<file path="config.mk">
export PLATFORM = sky130hd
export DESIGN_NAME = vic_ctrl
export DESIGN_NICKNAME = d
export VERILOG_FILES = /design/src/rtl/vic_pkg.sv /design/src/rtl/vic_trigger.sv /design/src/rtl/vic_arbiter.sv /design/src/rtl/vic_ack_fsm.sv /design/src/rtl/vic_ctrl.sv
export SDC_FILE = /design/constraint.sdc
export NUM_CORES = 1
export LEC_CHECK = 0
export BUFFER_PORTS_ARGS = -buffer_cell sky130_fd_sc_hd__buf_2
export CELL_PAD_IN_SITES_DETAIL_PLACEMENT = 1
export CELL_PAD_IN_SITES_GLOBAL_PLACEMENT = 1
export CORE_UTILIZATION = 30
export DETAILED_ROUTE_END_ITERATION = 6
export PLACE_DENSITY = 0.55
export SYNTH_ARGS = -nofsm -noshare
export SYNTH_HDL_FRONTEND = slang
export SYNTH_SLANG_ARGS = --single-unit
export TNS_END_PERCENT = 10
</file>
<file path="constraint.sdc">
create_clock -name clk -period 14.2 [get_ports clk]
set_clock_uncertainty 0.05 [all_clocks]
set_input_delay 3.55 -clock clk [delete_from_list [all_inputs] [get_ports clk]]
set_output_delay 3.55 -clock clk [all_outputs]
set_load 0.01 [all_outputs]
</file>
<file path="src/rtl/vic_pkg.sv">
package vic_pkg;

    localparam int PRIO_W = 3;

    typedef enum logic [1:0] {
        TRG_HIGH = 2'd0,
        TRG_LOW  = 2'd1,
        TRG_RISE = 2'd2,
        TRG_FALL = 2'd3
    } trig_e;

    typedef enum logic [1:0] {
        ST_IDLE    = 2'd0,
        ST_SERVICE = 2'd1,
        ST_SPUR    = 2'd2
    } ack_st_e;

    localparam logic [5:0] A_VEC_BASE = 6'h10;
    localparam logic [5:0] A_IVEC     = 6'h20;
    localparam logic [5:0] A_FVEC     = 6'h21;
    localparam logic [5:0] A_PEND     = 6'h22;
    localparam logic [5:0] A_MASK     = 6'h23;
    localparam logic [5:0] A_ENA      = 6'h24;
    localparam logic [5:0] A_DIS      = 6'h25;
    localparam logic [5:0] A_SET      = 6'h26;
    localparam logic [5:0] A_CLR      = 6'h27;
    localparam logic [5:0] A_EOI      = 6'h28;
    localparam logic [5:0] A_SPUR     = 6'h29;

    function automatic logic trig_is_edge(trig_e t);
        return t == TRG_RISE || t == TRG_FALL;
    endfunction

    function automatic logic trig_level_active(trig_e t, logic s);
        return (t == TRG_HIGH) ? s : ~s;
    endfunction

endpackage

</file>
<file path="src/rtl/vic_trigger.sv">
module vic_trigger
    import vic_pkg::*;
(
    input  logic  clk,
    input  logic  rst,
    input  logic  src_in,
    input  trig_e trig,
    input  logic  set_cmd,
    input  logic  clr_cmd,
    input  logic  ack_clr,
    output logic  pend
);
    logic src_q, src_d, latch_q, edge_hit;

    always_ff @(posedge clk) begin
        if (rst) begin
            src_q <= 1'b0;
            src_d <= 1'b0;
        end else begin
            src_q <= src_in;
            src_d <= src_q;
        end
    end

    always_comb begin
        if (trig == TRG_RISE) edge_hit = src_q & ~src_d;
        else                  edge_hit = ~src_q & src_d;
    end

    always_ff @(posedge clk) begin
        if (rst)                     latch_q <= 1'b0;
        else if (!trig_is_edge(trig)) latch_q <= 1'b0;
        else latch_q <= (latch_q | edge_hit | set_cmd) & ~clr_cmd & ~ack_clr;
    end

    assign pend = trig_is_edge(trig) ? latch_q : trig_level_active(trig, src_q);
endmodule

</file>
<file path="src/rtl/vic_arbiter.sv">
module vic_arbiter
    import vic_pkg::*;
#(
    parameter int NSRC  = 8,
    localparam int IDX_W = $clog2(NSRC)
) (
    input  logic [NSRC-1:0]   req,
    input  logic [PRIO_W-1:0] prio [NSRC],
    output logic              any,
    output logic [IDX_W-1:0]  best
);
    logic [PRIO_W-1:0] best_p;

    always_comb begin
        any    = 1'b0;
        best   = '0;
        best_p = '0;
        for (int i = 1; i < NSRC; i++) begin
            if (req[i] && (!any || prio[i] > best_p)) begin
                any    = 1'b1;
                best_p = prio[i];
                best   = IDX_W'(i);
            end
        end
    end
endmodule

</file>
<file path="src/rtl/vic_ack_fsm.sv">
module vic_ack_fsm
    import vic_pkg::*;
(
    input  logic    clk,
    input  logic    rst,
    input  logic    irq_take,
    input  logic    spur_take,
    input  logic    eoi,
    output ack_st_e st
);
    always_ff @(posedge clk) begin
        if (rst) st <= ST_IDLE;
        else if (eoi) st <= ST_IDLE;
        else if (st == ST_IDLE) begin
            if (irq_take)       st <= ST_SERVICE;
            else if (spur_take) st <= ST_SPUR;
        end
    end
endmodule

</file>
<file path="src/rtl/vic_ctrl.sv">
module vic_ctrl
    import vic_pkg::*;
#(
    parameter int NSRC = 8,
    parameter int DW   = 32,
    parameter int AW   = 6
) (
    input  logic            clk,
    input  logic            rst,
    input  logic [NSRC-1:0] src_in,
    input  logic            bus_wr,
    input  logic            bus_rd,
    input  logic [AW-1:0]   bus_addr,
    input  logic [DW-1:0]   bus_wdata,
    output logic [DW-1:0]   bus_rdata,
    output logic            irq_n,
    output logic            fiq_n
);
    localparam int IDX_W = $clog2(NSRC);

    trig_e             trig_q [NSRC];
    logic [PRIO_W-1:0] prio_q [NSRC];
    logic [DW-1:0]     vec_q  [NSRC];
    logic [DW-1:0]     spur_q;
    logic [NSRC-1:0]   mask_q, pend, set_v, clr_v, ack_v;
    logic              any_irq, fiq_avail, irq_rd, fiq_rd, eoi_wr;
    logic              irq_take, spur_take;
    logic [IDX_W-1:0]  best;
    ack_st_e           st;

    wire [5:0] a6      = 6'(bus_addr);
    wire       in_rng  = {1'b0, a6[3:0]} < 5'(NSRC);
    wire       mode_wr = bus_wr && a6[5:4] == 2'b00 && in_rng;
    wire       vec_wr  = bus_wr && a6[5:4] == 2'b01 && in_rng;

    assign irq_rd = bus_rd && a6 == A_IVEC;
    assign fiq_rd = bus_rd && a6 == A_FVEC;
    assign eoi_wr = bus_wr && a6 == A_EOI;
    assign set_v  = (bus_wr && a6 == A_SET) ? bus_wdata[NSRC-1:0] : '0;
    assign clr_v  = (bus_wr && a6 == A_CLR) ? bus_wdata[NSRC-1:0] : '0;

    generate
        for (genvar g = 0; g < NSRC; g++) begin : g_src
            always_ff @(posedge clk) begin
                if (rst) begin
                    trig_q[g] <= TRG_HIGH;
                    prio_q[g] <= '0;
                    vec_q[g]  <= '0;
                end else begin
                    if (mode_wr && a6[3:0] == 4'(g)) begin
                        trig_q[g] <= trig_e'(bus_wdata[5:4]);
                        prio_q[g] <= bus_wdata[PRIO_W-1:0];
                    end
                    if (vec_wr && a6[3:0] == 4'(g)) vec_q[g] <= bus_wdata;
                end
            end

            vic_trigger u_trg (
                .clk     (clk),
                .rst     (rst),
                .src_in  (src_in[g]),
                .trig    (trig_q[g]),
                .set_cmd (set_v[g]),
                .clr_cmd (clr_v[g]),
                .ack_clr (ack_v[g]),
                .pend    (pend[g])
            );
        end
    endgenerate

    always_ff @(posedge clk) begin
        if (rst) begin
            mask_q <= '0;
            spur_q <= '0;
        end else begin
            if (bus_wr && a6 == A_ENA) mask_q <= mask_q | bus_wdata[NSRC-1:0];
            if (bus_wr && a6 == A_DIS) mask_q <= mask_q & ~bus_wdata[NSRC-1:0];
            if (bus_wr && a6 == A_SPUR) spur_q <= bus_wdata;
        end
    end

    vic_arbiter #(.NSRC(NSRC)) u_arb (
        .req  (pend & mask_q & ~NSRC'(1)),
        .prio (prio_q),
        .any  (any_irq),
        .best (best)
    );

    assign fiq_avail = pend[0] & mask_q[0];
    assign irq_take  = irq_rd && st == ST_IDLE && any_irq;
    assign spur_take = (irq_rd && !any_irq) || (fiq_rd && !fiq_avail);

    always_comb begin
        ack_v = '0;
        if (irq_take)             ack_v[best] = 1'b1;
        if (fiq_rd && fiq_avail)  ack_v[0]    = 1'b1;
    end

    vic_ack_fsm u_fsm (
        .clk       (clk),
        .rst       (rst),
        .irq_take  (irq_take),
        .spur_take (spur_take),
        .eoi       (eoi_wr),
        .st        (st)
    );

    always_ff @(posedge clk) begin
        if (rst) begin
            bus_rdata <= '0;
            irq_n     <= 1'b1;
            fiq_n     <= 1'b1;
        end else begin
            irq_n <= !(st == ST_IDLE && any_irq);
            fiq_n <= !(st != ST_SPUR && fiq_avail);
            if (bus_rd) begin
                if (a6[5:4] == 2'b00 && in_rng)
                    bus_rdata <= DW'({trig_q[a6[IDX_W-1:0]], 1'b0, prio_q[a6[IDX_W-1:0]]});
                else if (a6[5:4] == 2'b01 && in_rng)
                    bus_rdata <= vec_q[a6[IDX_W-1:0]];
                else begin
                    case (a6)
                        A_IVEC:  bus_rdata <= irq_take ? vec_q[best] : spur_q;
                        A_FVEC:  bus_rdata <= fiq_avail ? vec_q[0] : spur_q;
                        A_PEND:  bus_rdata <= DW'(pend);
                        A_MASK:  bus_rdata <= DW'(mask_q);
                        A_SPUR:  bus_rdata <= spur_q;
                        default: bus_rdata <= '0;
                    endcase
                end
            end
        end
    end
endmodule

</file>
**Yosys cells after proc, flatten, opt, wreduce, memory -nomap -nowiden**

Memories as Yosys holds them, arrays and structs flattened.
Cells that the tools add are included.

- Bits in latches: 0
- Output and inout bits: 34
- Memory bits (writable): 272
- Bits in registers: 124
- Word-level logic and storage cells: 415
- Memory bits (read-only): 0
- Memories: 2

Memories:

| memory | words | bits a word | read ports | clocked after memory_dff | wr ports | line | source |
|---|---|---|---|---|---|---|---|
| vec_q | 8 | 32 | 3 | 0 | 8 | vic_ctrl.sv:23 | `logic [DW-1:0] vec_q [NSRC];` |
| trig_q | 8 | 2 | 9 | 0 | 8 | vic_ctrl.sv:21 | `trig_e trig_q [NSRC];` |

- $mul: 0
- Shift operators: 0
- Divide/modulo/power cells: 0
- Equality and inequality tests: 35
- Add/subtract/negate cells: 0
- Reductions and logical operators: 92
- Order comparisons: 10
- Bitwise operators: 110
- Muxes and demuxes: 128

Operators by type and width:

| cell | number |
|---|---|
| 32-bit two-way mux | 12 |
| 32-bit case mux with 5 select lines | 1 |
| 1-bit two-way mux | 84 |
| 6-bit equality test, second input constant | 10 |
| 1-bit logical AND | 44 |
| 8-bit two-way mux | 5 |
| 1-bit NOT | 40 |
| 3-bit two-way mux | 12 |
| 1-bit AND | 33 |
| 2-bit equality test, second input constant | 16 |
| 1-bit OR | 32 |
| 2-bit two-way mux | 12 |
| 2-bit zero test | 10 |
| 3-bit > comparator | 6 |
| 2-bit OR reduction | 9 |
| 8-bit AND | 2 |
| 4-bit by 3-bit equality test with 1-bit output, second input constant | 4 |
| 1-bit logical OR | 15 |
| 1-bit zero test | 10 |
| 3-bit binary-select mux with 3-bit select | 1 |
| 4-bit by 2-bit equality test with 1-bit output, second input constant | 2 |
| 8-bit NOT | 1 |
| 8-bit OR | 1 |
| 4-bit by 1-bit equality test with 1-bit output, second input constant | 1 |
| 11 further kinds | 12 |

**Logic depth before layout (Yosys ltp)**

An unclocked memory read counts as a cell.

- Word-level depth: 38
- Depth in mapped cells: 50
- Depth with buffers taken out: 48

**Cells and area by module**

From an unflattened synthesis, not the netlist that was laid out.

- Cell total of the unflattened synthesis: 1689
- Area, all modules: 20953.8 µm²

Modules (own cells, without submodules):

| module | area each (µm²) | cells each | sequential area each (µm²) | times used |
|---|---|---|---|---|
| vic_ctrl | 18946.9 | 1456 | 10129.7 | 1 |
| vic_trigger | 130.1 | 13 | 60.1 | 8 |
| vic_arbiter | 888.4 | 122 | 0.0 | 1 |
| vic_ack_fsm | 77.6 | 7 | 40.0 | 1 |

**Worst setup path before layout**

No wires, ideal clock.

- Kind: reg2reg
- Start point: memory trig_q[1][0] (netlist bit)
- End point: register bus_rdata[11]
- Required time: 14034 ps
- Path slack: 5426 ps
- Buffers on the path: 2
- Arrival time: 8608 ps
- Period minus slack after synthesis: 8774 ps
- Stages on the path, launching flop included: 43
- Cell sequence: edfxtp_1 > xor2_1 > o211a_4 > and2_1 > ha_1 > and3_1 > a211oi_1 > nor2_1 > a22o_1 > inv_1 > ha_1 > a211oi_1 > nor2_1 > o21ai_0 > mux2i_1 > ha_1 > nor2b_1 > o21ai_0 > [... 7 more ...] > o21bai_2 > mux2_2 > ha_1 > and3_1 > a21oi_1 > a21oi_1 > nor2_2 > mux2_2 > ha_1 > nand3_1 > o21ai_0 > nor3_1 > a211o_1 > or3_1 > buf_2 > clkbuf_1 > or3_1 > a31o_1

RTL lines:

| element | line | source |
|---|---|---|
| start, declared | vic_ctrl.sv:21 |  |
| end signal, assigned | vic_ctrl.sv:118 | `bus_rdata <= DW'({trig_q[a6[IDX_W-1:0]], 1'b0, prio_q[a6[IDX_W-1:0]]});` |
| end signal, assigned | vic_ctrl.sv:120 | `bus_rdata <= vec_q[a6[IDX_W-1:0]];` |
| end signal, assigned | vic_ctrl.sv:123 | `A_IVEC: bus_rdata <= irq_take ? vec_q[best] : spur_q;` |
| end, declared | vic_ctrl.sv:15 | `output logic [DW-1:0] bus_rdata,` |

==> results.cfg <==
[outcome]
status = complete, no violations

[timing]
maxSlewHeadroom = 0.185
hold_viol_final = 0
min_period_ns = 10.88
finalCritPeriodShare = 0.766
tightest_slew_ns = 1.22
fmax_mhz = 91.9
rsz0062_at_grt = no
tns_ns = 0
finalSetupViolCount = 0
maxSlewViolCount = 0

[power]
leakage_nw = 8.39
ir_drop_mv = 0.0691
switching_power_mw = 0.688
p_per_area_nw_per_um2 = 119
p_seq_frac = 0.469
power_frac_comb = 0.073
cell_internal_pwr_mw = 2.11
swShare = 0.246
power_frac_clock = 0.459
power_mw = 2.80

[worst_hold_path]
hold_path.class = reg2reg
hp-start = spur_q[26]
hold_end = spur_q[26]
hold_path_depth = 2

[global_route]
grt_max_degree = 60
grt_pass1_wl_um = 117000
grt_pass1_vias = 16600
overflow = 0
grt_usage = 0.229
antenna_found_initial = 2

[cts]
cts_htree_levels = 2
clk_root_buffer_cell = clkbuf_16
cts_inserted_buffers = 49
clk_latency_ns = 0.61
cts.path.max_buffers = 3
clock-sinks = 396
cts_resized = 0
cts_tree = yes
post_cts_buffers = 0
path_clk_slew_ns = 0.06
hold_buffers = 0

[placement]
gp_congestion = 0.824
dp_hpwl_um = 45100
place_area_um2 = 21900
numPortBuffers = 83

[routing]
wl_per_cell_um = 28.3
wl_um = 79700
drtPass1Iterations = 5
drc = 0
vias = 16000
antenna_left = 0
drt_first_iter_violations = 1419
vias_per_cell = 5.66

[yosys]
synth_fp_nets = 1941
ys_types = 66
syn_inst = 1873
yosys_warnings = 0
syn_avg_cell_area_um2 = 11.0
synthArstFlopShare = 0
ys_ff_latch = 396
synth_ff_type = edfxtp_1
syn-cell-area_um2 = 20500
synth_edf_count = 272
ys_seq_area_frac = 0.519

[worst_setup_path]
crit_path_max_incr_delay_ns = 0.70
crit_type = reg2reg
cp.arrival_ns = 11.39
endpoint_kind = flip-flop
start_kind = flip-flop
r2r-start = trig_q[1][0]
crit_path_top_delay_cell = buf_4
r2r_cells = 44
r2r_end = bus_rdata[0]
required_ns = 14.71
rrSetupSlack_ns = 3.32
critPathMaxFanout = 47

[final_layout]
layout_commonest_cell = edfxtp_1
syn_to_final_growth_pct = 14.7
fin_nets = 1972
drive_gt1_frac = 0.166
antenna_cells = 0
final_area_um2 = 23600
layout_common_cells = edfxtp_1 (272), and2_1 (263), nand2_1 (228), a21oi_1 (131), dfxtp_1 (124)
finish.utilization = 0.350

[flow_run]
max_cap_violations = 0

[floorplan]
rows = 95
die_height_um = 264
core_um2 = 67400
ios = 84
initial_core_util = 0.305
die-area_um2 = 69500
chipWidth_um = 264
[worst max path at each step]
stage | from | endpoint | slack (ns) | depth (start not counted)
after floorplan | trig_q[1][0] | bus_rdata[11] | 5.43 | 42
after global placement | trig_q[1][0] | bus_rdata[17] | 3.85 | 44
after detailed placement | trig_q[1][0] | bus_rdata[4] | 3.52 | 45
after CTS | trig_q[1][0] | bus_rdata[4] | 3.44 | 45
after global routing | trig_q[1][0] | bus_rdata[0] | 2.47 | 45
final | trig_q[1][0] | bus_rdata[0] | 3.32 | 44
[cells by family (layout without fill, tap and decap cells)]
family	Yosys count	after routing	synth area share
compound gates	419	419	0.139
xor+xnor	7	7	0.00299
fa+ha+maj	18	18	0.0110
buf+inv	160	231	0.0310
flops	396	396	0.519
mux	138	138	0.113
simple gates	735	735	0.185
[Yosys cell counts (9+ instances only)]
| master | count | area, um2 |
|---|---|---|
| edfxtp_1 | 272 | 8170 |
| inv_1 | 18 | 67.6 |
| nand2_1 | 228 | 856 |
| o221ai_1 | 15 | 131 |
| a21o_1 | 34 | 255 |
| a32oi_1 | 12 | 105 |
| o41ai_1 | 10 | 87.6 |
| a21oi_1 | 132 | 661 |
| o21a_1 | 9 | 67.6 |
| mux2i_1 | 51 | 510 |
| ha_1 | 18 | 225 |
| clkbuf_1 | 105 | 394 |
| nor4_1 | 12 | 75.1 |
| nor2_1 | 93 | 349 |
| o21ai_1 | 11 | 55.1 |
| dfxtp_1 | 124 | 2480 |
| o21ai_0 | 44 | 220 |
| nor3_1 | 22 | 110 |
| a311oi_1 | 12 | 105 |
| a221o_1 | 12 | 120 |
| a211oi_1 | 20 | 150 |
| o22ai_1 | 20 | 125 |
| mux2_2 | 13 | 146 |
| and2_1 | 264 | 1650 |
| and3_1 | 15 | 93.8 |
| a211o_1 | 9 | 78.8 |
| nand3_1 | 23 | 115 |
| buf_1 | 13 | 48.8 |
| nand2b_1 | 17 | 106 |
| mux4_2 | 74 | 1670 |
| nor2b_1 | 29 | 181 |
| o21bai_1 | 9 | 67.6 |
| buf_2 | 22 | 110 |
| a221oi_1 | 25 | 219 |
[layout make-up]
class | instances | area, um2
flip-flops and latches | 396 | 10700
inverters | 19 | 71.3
fillers | 7280 | 43800
repair buffers | 121 | 712
clock inverters | 24 | 278
well taps | 873 | 1090
clock buffers | 67 | 1340
multi-input cells | 1317 | 9410
[per-layer routing]
layer / track usage / vias to the layer above / share of wire
li1: - / 6996 / -
met4: 0.0593 / 4 / 0.021
met3: 0.0287 / 101 / 0.054
met2: 0.380 / 509 / 0.48
met1: 0.314 / 8348 / 0.45
met5: 0 / - / 0.00028
[worst max-delay path, delay by kind of cell (launching register included)]
kind,cells,cell delay [ns]
AOI/OAI and AO/OA,21,4.65
adders and majority gates,6,1.57
and+or+nand+nor,11,1.90
muxes,3,1.12
buffers and inverters,2,0.76
xor gates and xnor gates,1,0.31
DFF,1,0.44
[metrics by stage]
stage | setup slack (ns) | instances | hold slack, ns
floorplan | 5.43 | 1873 | 0.386
global placement | 3.85 | 2726 | 0.393
detailed placement | 3.52 | 2726 | 0.401
CTS | 3.44 | 2817 | 0.409
global route | 2.47 | 2817 | 0.426
finish | 3.32 | 2817 | 0.406
[power groups by stage]
| stage | logic [mW] | clock network [mW] | registers (mW) |
|---|---|---|---|
| after global routing | 0.216 | 1.35 | 1.32 |
| after CTS | 0.204 | 1.30 | 1.31 |
| final | 0.203 | 1.28 | 1.31 |
| after detailed placement | 0.203 | 0 | 1.33 |
| after floorplan | 0.121 | 0 | 1.32 |
| after global placement | 0.201 | 0 | 1.33 |
[registers in the layout, summed over array words and instances (netlist names), named ones only]
register / cells
g_src.u_trg.src_q: 8
vec_q: 256
trig_q: 16
spur_q: 32
prio_q: 24
fiq_n: 1
u_fsm.st: 2
g_src.u_trg.src_d: 8
bus_rdata: 32
irq_n: 1
g_src.u_trg.latch_q: 8
Note: power is estimated with default switching activity, not from simulation.
